File: src/rtl/acc_core_pkg.sv
package acc_core_pkg;

   localparam int OPC_W = 4;

   // full opcode values
   localparam logic [3:0] OPC_JMP = 4'h0;
   localparam logic [3:0] OPC_JZ  = 4'h3;
   localparam logic [3:0] OPC_JNZ = 4'h6;
   localparam logic [3:0] OPC_HLT = 4'h8;
   localparam logic [3:0] OPC_INC = 4'hE;
   localparam logic [3:0] OPC_DEC = 4'hF;

   // low three bits shared by the memory and register forms
   localparam logic [2:0] BASE_LOAD  = 3'd1;
   localparam logic [2:0] BASE_STORE = 3'd2;
   localparam logic [2:0] BASE_SUB   = 3'd4;
   localparam logic [2:0] BASE_ADD   = 3'd5;

   typedef enum logic [1:0] {
      ALU_PASS = 2'd0,
      ALU_ADD  = 2'd1,
      ALU_SUB  = 2'd2
   } alu_op_e;

   typedef enum logic [1:0] {
      JC_ALWAYS  = 2'd0,
      JC_ZERO    = 2'd1,
      JC_NONZERO = 2'd2
   } jcond_e;

   typedef enum logic [2:0] {
      ST_FETCH  = 3'd0,
      ST_DECODE = 3'd1,
      ST_EXEC   = 3'd2,
      ST_WBACK  = 3'd3,
      ST_HALT   = 3'd4
   } state_e;

   typedef struct packed {
      logic    acc_wr;
      logic    src_reg;
      alu_op_e alu_op;
      logic    mem_wr;
      logic    reg_wr;
      logic    cnt_en;
      logic    cnt_down;
      logic    jump;
      jcond_e  jcond;
      logic    halt;
   } dec_t;

endpackage

File: src/rtl/acc_decode.sv
module acc_decode
   import acc_core_pkg::*;
#(
   parameter int OP_W = 4
) (
   input  logic [OP_W-1:0] opcode,
   output dec_t            dec
);

   if (OP_W != OPC_W) begin : g_bad_opw
      $error("acc_decode: OP_W must equal the package opcode width");
   end

   logic            reg_form;
   logic [OP_W-2:0] base;

   assign reg_form = opcode[OP_W-1];
   assign base     = opcode[OP_W-2:0];

   always_comb begin
      dec        = '0;
      dec.alu_op = ALU_PASS;
      dec.jcond  = JC_ALWAYS;
      case (opcode)
         OPC_JMP: dec.jump = 1'b1;
         OPC_JZ: begin
            dec.jump  = 1'b1;
            dec.jcond = JC_ZERO;
         end
         OPC_JNZ: begin
            dec.jump  = 1'b1;
            dec.jcond = JC_NONZERO;
         end
         OPC_HLT: dec.halt = 1'b1;
         OPC_INC: dec.cnt_en = 1'b1;
         OPC_DEC: begin
            dec.cnt_en   = 1'b1;
            dec.cnt_down = 1'b1;
         end
         default: begin
            // memory and register forms share the base code
            case (base)
               BASE_LOAD: begin
                  dec.acc_wr  = 1'b1;
                  dec.src_reg = reg_form;
                  dec.alu_op  = ALU_PASS;
               end
               BASE_STORE: begin
                  dec.mem_wr = !reg_form;
                  dec.reg_wr = reg_form;
               end
               BASE_SUB: begin
                  dec.acc_wr  = 1'b1;
                  dec.src_reg = reg_form;
                  dec.alu_op  = ALU_SUB;
               end
               BASE_ADD: begin
                  dec.acc_wr  = 1'b1;
                  dec.src_reg = reg_form;
                  dec.alu_op  = ALU_ADD;
               end
               default: ; // unassigned code: no operation
            endcase
         end
      endcase
   end

endmodule

File: src/rtl/acc_alu.sv
module acc_alu
   import acc_core_pkg::*;
#(
   parameter int DW            = 16,
   parameter bit SHARED_ADDER  = 1'b1
) (
   input  logic [DW-1:0] a,
   input  logic [DW-1:0] b,
   input  alu_op_e       op,
   output logic [DW-1:0] res,
   output logic          zero
);

   logic [DW-1:0] arith;

   if (SHARED_ADDER) begin : g_shared
      // one carry chain: subtract as a + ~b + 1
      logic          is_sub;
      logic [DW-1:0] b_eff;
      assign is_sub = (op == ALU_SUB);
      assign b_eff  = is_sub ? ~b : b;
      assign arith  = a + b_eff + DW'(is_sub);
   end else begin : g_split
      logic [DW-1:0] sum;
      logic [DW-1:0] diff;
      assign sum   = a + b;
      assign diff  = a - b;
      assign arith = (op == ALU_SUB) ? diff : sum;
   end

   always_comb begin
      case (op)
         ALU_ADD, ALU_SUB: res = arith;
         default:          res = b;
      endcase
   end

   assign zero = (res == '0);

endmodule

File: src/rtl/acc_regfile.sv
module acc_regfile #(
   parameter int DW   = 16,
   parameter int NREG = 8,
   localparam int SW  = $clog2(NREG)
) (
   input  logic          clk,
   input  logic          rst_n,
   input  logic [SW-1:0] sel,
   input  logic          wr_en,
   input  logic [DW-1:0] wr_data,
   input  logic          cnt_en,
   input  logic          cnt_down,
   output logic [DW-1:0] rd_data,
   output logic [DW-1:0] cnt_val
);

   if ((1 << SW) != NREG) begin : g_bad_nreg
      $error("acc_regfile: NREG must be a power of two");
   end

   logic [DW-1:0] regs_q [NREG];

   assign rd_data = regs_q[sel];

   // up/down counter path, independent of the accumulator arithmetic
   assign cnt_val = cnt_down ? (rd_data - DW'(1)) : (rd_data + DW'(1));

   always_ff @(posedge clk or negedge rst_n) begin
      if (!rst_n) begin
         for (int i = 0; i < NREG; i++) regs_q[i] <= '0;
      end else begin
         for (int i = 0; i < NREG; i++) begin
            if (SW'(i) == sel) begin
               if (wr_en)       regs_q[i] <= wr_data;
               else if (cnt_en) regs_q[i] <= cnt_val;
            end
         end
      end
   end

endmodule

File: src/rtl/acc_core.sv
module acc_core
   import acc_core_pkg::*;
#(
   parameter int DATA_W       = 16,
   parameter int OP_W         = 4,
   parameter int ADDR_W       = 12,
   parameter int NREG         = 8,
   parameter bit SHARED_ADDER = 1'b1,
   localparam int IW          = OP_W + ADDR_W,
   localparam int RSEL_W      = $clog2(NREG)
) (
   input  logic              clk,
   input  logic              rst_n,
   output logic [ADDR_W-1:0] mem_addr,
   output logic [DATA_W-1:0] mem_wdata,
   input  logic [DATA_W-1:0] mem_rdata,
   output logic              mem_we,
   output logic [ADDR_W-1:0] pc,
   output logic [DATA_W-1:0] acc,
   output logic              zero_flag,
   output logic              halted
);

   if (DATA_W != IW) begin : g_bad_iw
      $error("acc_core: DATA_W must equal OP_W + ADDR_W");
   end
   if (RSEL_W > ADDR_W) begin : g_bad_rsel
      $error("acc_core: register select wider than operand");
   end

   state_e            state_q;
   logic [IW-1:0]     ir_q;
   logic [ADDR_W-1:0] pc_q;
   logic [DATA_W-1:0] acc_q;
   logic              z_q;

   logic [OP_W-1:0]   opcode;
   logic [ADDR_W-1:0] operand;
   logic [RSEL_W-1:0] rsel;
   dec_t              dec;
   logic              in_exec;
   logic              take_jump;

   logic [DATA_W-1:0] reg_rd;
   logic [DATA_W-1:0] cnt_val;
   logic [DATA_W-1:0] alu_b;
   logic [DATA_W-1:0] alu_res;
   logic              alu_zero;

   assign opcode  = ir_q[IW-1 -: OP_W];
   assign operand = ir_q[ADDR_W-1:0];
   assign rsel    = ir_q[RSEL_W-1:0];
   assign in_exec = (state_q == ST_EXEC);

   acc_decode #(.OP_W(OP_W)) u_dec (
      .opcode (opcode),
      .dec    (dec)
   );

   acc_regfile #(.DW(DATA_W), .NREG(NREG)) u_rf (
      .clk      (clk),
      .rst_n    (rst_n),
      .sel      (rsel),
      .wr_en    (in_exec && dec.reg_wr),
      .wr_data  (acc_q),
      .cnt_en   (in_exec && dec.cnt_en),
      .cnt_down (dec.cnt_down),
      .rd_data  (reg_rd),
      .cnt_val  (cnt_val)
   );

   assign alu_b = dec.src_reg ? reg_rd : mem_rdata;

   acc_alu #(.DW(DATA_W), .SHARED_ADDER(SHARED_ADDER)) u_alu (
      .a    (acc_q),
      .b    (alu_b),
      .op   (dec.alu_op),
      .res  (alu_res),
      .zero (alu_zero)
   );

   always_comb begin
      case (dec.jcond)
         JC_ALWAYS:  take_jump = 1'b1;
         JC_ZERO:    take_jump = z_q;
         JC_NONZERO: take_jump = !z_q;
         default:    take_jump = 1'b0;
      endcase
   end

   // memory port
   assign mem_addr  = (state_q == ST_FETCH) ? pc_q : operand;
   assign mem_wdata = acc_q;
   assign mem_we    = in_exec && dec.mem_wr;

   always_ff @(posedge clk or negedge rst_n) begin
      if (!rst_n) begin
         state_q <= ST_FETCH;
         ir_q    <= '0;
         pc_q    <= '0;
         acc_q   <= '0;
         z_q     <= 1'b0;
      end else begin
         case (state_q)
            ST_FETCH: state_q <= ST_DECODE;
            ST_DECODE: begin
               ir_q    <= mem_rdata;
               pc_q    <= pc_q + ADDR_W'(1);
               state_q <= ST_EXEC;
            end
            ST_EXEC: begin
               if (dec.halt) begin
                  state_q <= ST_HALT;
               end else if (dec.acc_wr && !dec.src_reg) begin
                  state_q <= ST_WBACK;
               end else begin
                  if (dec.acc_wr) begin
                     acc_q <= alu_res;
                     z_q   <= alu_zero;
                  end
                  if (dec.cnt_en) z_q <= (cnt_val == '0);
                  if (dec.jump && take_jump) pc_q <= operand;
                  state_q <= ST_FETCH;
               end
            end
            ST_WBACK: begin
               acc_q   <= alu_res;
               z_q     <= alu_zero;
               state_q <= ST_FETCH;
            end
            ST_HALT: state_q <= ST_HALT;
            default: state_q <= ST_FETCH;
         endcase
      end
   end

   assign pc        = pc_q;
   assign acc       = acc_q;
   assign zero_flag = z_q;
   assign halted    = (state_q == ST_HALT);

endmodule

File: config.mk
export PLATFORM = sky130hd
export DESIGN_NAME = acc_core
export DESIGN_NICKNAME = d
export VERILOG_FILES = /design/src/rtl/acc_core_pkg.sv /design/src/rtl/acc_decode.sv /design/src/rtl/acc_alu.sv /design/src/rtl/acc_regfile.sv /design/src/rtl/acc_core.sv
export SDC_FILE = /design/constraint.sdc
export NUM_CORES = 1
export LEC_CHECK = 0
export ABC_AREA = 1
export ABC_CLOCK_PERIOD_IN_PS = 4800
export BUFFER_PORTS_ARGS = -buffer_cell sky130_fd_sc_hd__buf_4
export CAP_MARGIN = 5
export CORE_MARGIN = 5
export CORE_UTILIZATION = 30
export CTS_CLUSTER_DIAMETER = 100
export DETAILED_ROUTE_END_ITERATION = 6
export PLACE_DENSITY = 0.49
export SYNTH_ARGS = -nofsm -noshare
export SYNTH_HDL_FRONTEND = slang
export SYNTH_SLANG_ARGS = --single-unit
File: constraint.sdc
create_clock -name clk -period 4.8 [get_ports clk]
set_input_delay 0.96 -clock clk [delete_from_list [all_inputs] [get_ports clk]]
set_output_delay 0.96 -clock clk [all_outputs]
set_load 0.01 [all_outputs]
==> results by group <==
Finish
  • Share of cells above drive strength 1: 11.4%
  • Layout Area Growth over Synthesis: 13.8%
  • Antenna cells: 0
  • Number of nets in the layout: 1482
  • Layout Cells excl Fill: 1896

Global route
  • Largest net degree at the start of global routing: 90
  • Remaining Overflow, GRT: 0
  • Total GRT Usage: 17.2%
  • Vias in the first global route: 9034
  • First-pass GRT wire length: 53000 um
  • Initial antenna violation count: 2

Yosys
  • Post-Synth XOR/XNOR Area: 2.93%
  • Register area share after synthesis: 42.1%
  • Top FF cell, synth: dfrtp_1
  • Top cell type by total area after synthesis: dfrtp_1
  • Ys Warns: 0
  • Yosys reg bits: 176
  • Post-synthesis cell area: 10500 um^2
  • Most frequent cells after synthesis: 402 x nand2_1, 207 x o21ai_0, 176 x dfrtp_1
  • Synth area leaders: dfrtp_1 42%, nand2_1 14%, o21ai_0 9.9%
  • Most frequent cell after synthesis: nand2_1
  • Cell variety after synth: 51
  • Post-synth EDFFs: 0
  • Post-synthesis mux area share: 0.299%
  • Async SR Flop Fraction: 100%
  • Post-Syn Nets: 1438
  • Yosys top cell area share: 42.1%
  • Syn avg cell area: 7.56 um^2
  • Adder-Cell Fraction of Synth Area: 4.33%
  • Simple-gate share of the synthesized area: 25.7%
  • Largest family of logic cells by synthesized area: simple AND/OR/NAND/NOR gates
  • Syn Inst Count: 1385
  • Synth Area in Compound Gates: 16.5%

Place
  • Placed instance count: 1862
  • DP Wirelength: 24300 um
  • Final GP Congestion: 0.871
  • Buffers on Ports: 76

Power
  • Switch Pwr: 4.69 mW
  • Clock Power Share: 14.9%
  • LEAKAGE: 5.72 nW
  • PD cells: 776 nW/um^2
  • Reg power frac: 26.9%
  • Sw Share: 50.8%
  • Peak supply drop: 283 uV
  • Pint: 4.54 mW
  • Comb power frac: 58.1%

Die
  • Rows: 68
  • Die X: 197 um
  • Initial Util: 30.4%
  • Floorplan Core Area: 34500 um^2
  • IO Count: 77
  • Die area: 38700 um^2
  • Die height: 197 um

Worst hold path
  • HP Start: u_rf.regs_q[26]
  • Hold depth: 2
  • Hold/Removal Path Class: reg2reg
  • Min-Delay Endpoint: u_rf.regs_q[26]

Worst setup path
  • Required @ worst endpoint: 5.17 ns
  • CP arrival: 4.76 ns
  • Crit Reg-Reg Startpoint: ir_q[0]
  • Slowest Stage Delay on Critical Path: 0.72 ns
  • Most common cell on crit path: nand2_1
  • Slack of the worst reg-to-reg path: 0.42 ns
  • CP Capture Type: flip-flop
  • CP Launch Type: flip-flop
  • R2R cell count: 26
  • R2R Path End: zero_flag
  • Worst-path fanout max: 14
  • Critical-path top delay cell: dfrtp_1
  • Crit Path Category: reg2reg

CTS
  • Post-CTS Hold Fix Bufs: 0
  • CTS max path bufs: 2
  • Root buffer cell: clkbuf_16
  • Clk pin slew, worst setup/hold paths: 0.08 ns
  • Clock sink count: 176
  • Cts bufs inserted: 17
  • # resized after CTS: 0
  • Setup bufs post-CTS: 0
  • CTS tree: yes
  • H-tree depth: 4
  • Worst-skew pair later-pin latency: 0.44 ns

Outcome
  • Status: complete, no violations

Route
  • 1st-pass router iterations: 5
  • DR WL/cell: 17.5 um
  • Total number of vias: 9294
  • Routed wire length: 33200 um
  • DR vias/cell: 4.90
  • Antenna Violating Nets Remaining: 0
  • Residual DRC count: 0
  • DRT iter0 DRCs: 769

Timing
  • Fin. Hold Viols: 0
  • Fmax: 228 MHz
  • Slew Limit Headroom: 17.7%
  • Min cycle time layout: 4.38 ns
  • Part of the cycle the worst path needs: 91.3%
  • Worst slew pin tran: 1.22 ns
  • Clk_skew: 0.0158 ns
  • Unrepaired setup endpoints after global routing: no
  • Fin Hold WS: 0.487 ns
  • Slew Limit Fails: 0
  • Endpoints failing setup: 0
  • Setup TNS: 0 ns

Job
  • Max-Cap Viols: 0
[power groups by stage]
stage	sequential, mW	combinational (mW)	clock, mW
2_1_floorplan	2.40	3.70	0
3_3_place_gp	2.51	5.35	0
3_5_place_dp	2.52	5.35	0
4_1_cts	2.49	5.38	1.41
5_1_grt	2.56	6.08	1.47
6_report	2.49	5.37	1.38
[worst max-delay path by stage]
stage / cells after the start / end / slack, ns / from
floorplan: 17 / u_rf.regs_q[14] / 0.64 / ir_q[14]
global placement: 26 / zero_flag / 0.49 / ir_q[0]
detailed placement: 26 / zero_flag / 0.48 / ir_q[0]
CTS: 26 / zero_flag / 0.45 / ir_q[0]
global route: 26 / zero_flag / 0.002 / ir_q[0]
finish: 26 / zero_flag / 0.42 / ir_q[0]
[kinds of logic after synthesis]
group                    after synthesis
AO/OA/AOI/OAI                        319
XOR/XNOR                              35
adder cells (fa/ha/maj)               35
buffers and inverters                187
flip-flops                           176
multiplexers                           3
AND/OR/NAND/NOR                      630
[sequential cells by signal, summed over array words and instances (netlist names)]
name,flops
zero_flag,1
acc,16
pc,12
ir_q,16
u_rf.regs_q,128
state_q,3
[per-layer routing]
metal,wire (um),global-route usage [%],vias up
li1,-,-,4669
met1,16800,26.1,4400
met2,14500,26.4,203
met3,1530,2.44,22
met4,352,3.26,0
met5,0,0,-
[critical path, delay by kind of cell, from the launching register on]
kind,cells,cell delay (ns)
buf+inv,1,0.26
fa+ha+maj,1,0.41
flops,1,0.72
simple gates,20,2.12
xor+xnor,1,0.13
compound gates,3,0.67
[stage by stage]
step	area (um^2)	worst slack, ns	power [mW]	utilization, %
after detailed placement	11300	0.482	7.86	32.9
after floorplan	10500	0.643	6.10	-
after global routing	11900	0.00212	10.1	34.6
after global placement	11300	0.485	7.87	32.9
final	11900	0.417	9.24	34.6
after CTS	11900	0.446	9.29	34.5
[layout make-up]
cell class | instances | area (um^2)
Clock buffer | 18 | 429
Clock inverter | 13 | 128
Fill cell | 3713 | 22500
Inverter | 118 | 445
Multi-Input combinational cell | 1022 | 5210
Sequential cell | 176 | 4400
Tap cell | 455 | 569
Timing Repair Buffer | 94 | 722
[layout by cell type (no fill, tap or decap), types with 6 or more instances in the layout]
cell type	instances
buf_4	92
nand3_2	6
ha_1	33
inv_2	8
nand4_1	16
clkbuf_16	17
dfrtp_1	176
o21ai_0	207
o21ai_1	8
xor2_1	29
nand2_1	402
nor3_1	13
a22oi_1	17
o22ai_1	13
nor2_1	74
xnor2_1	6
inv_1	107
nand3_1	83
a21oi_1	47
Power figures use the tool's default switching activity.
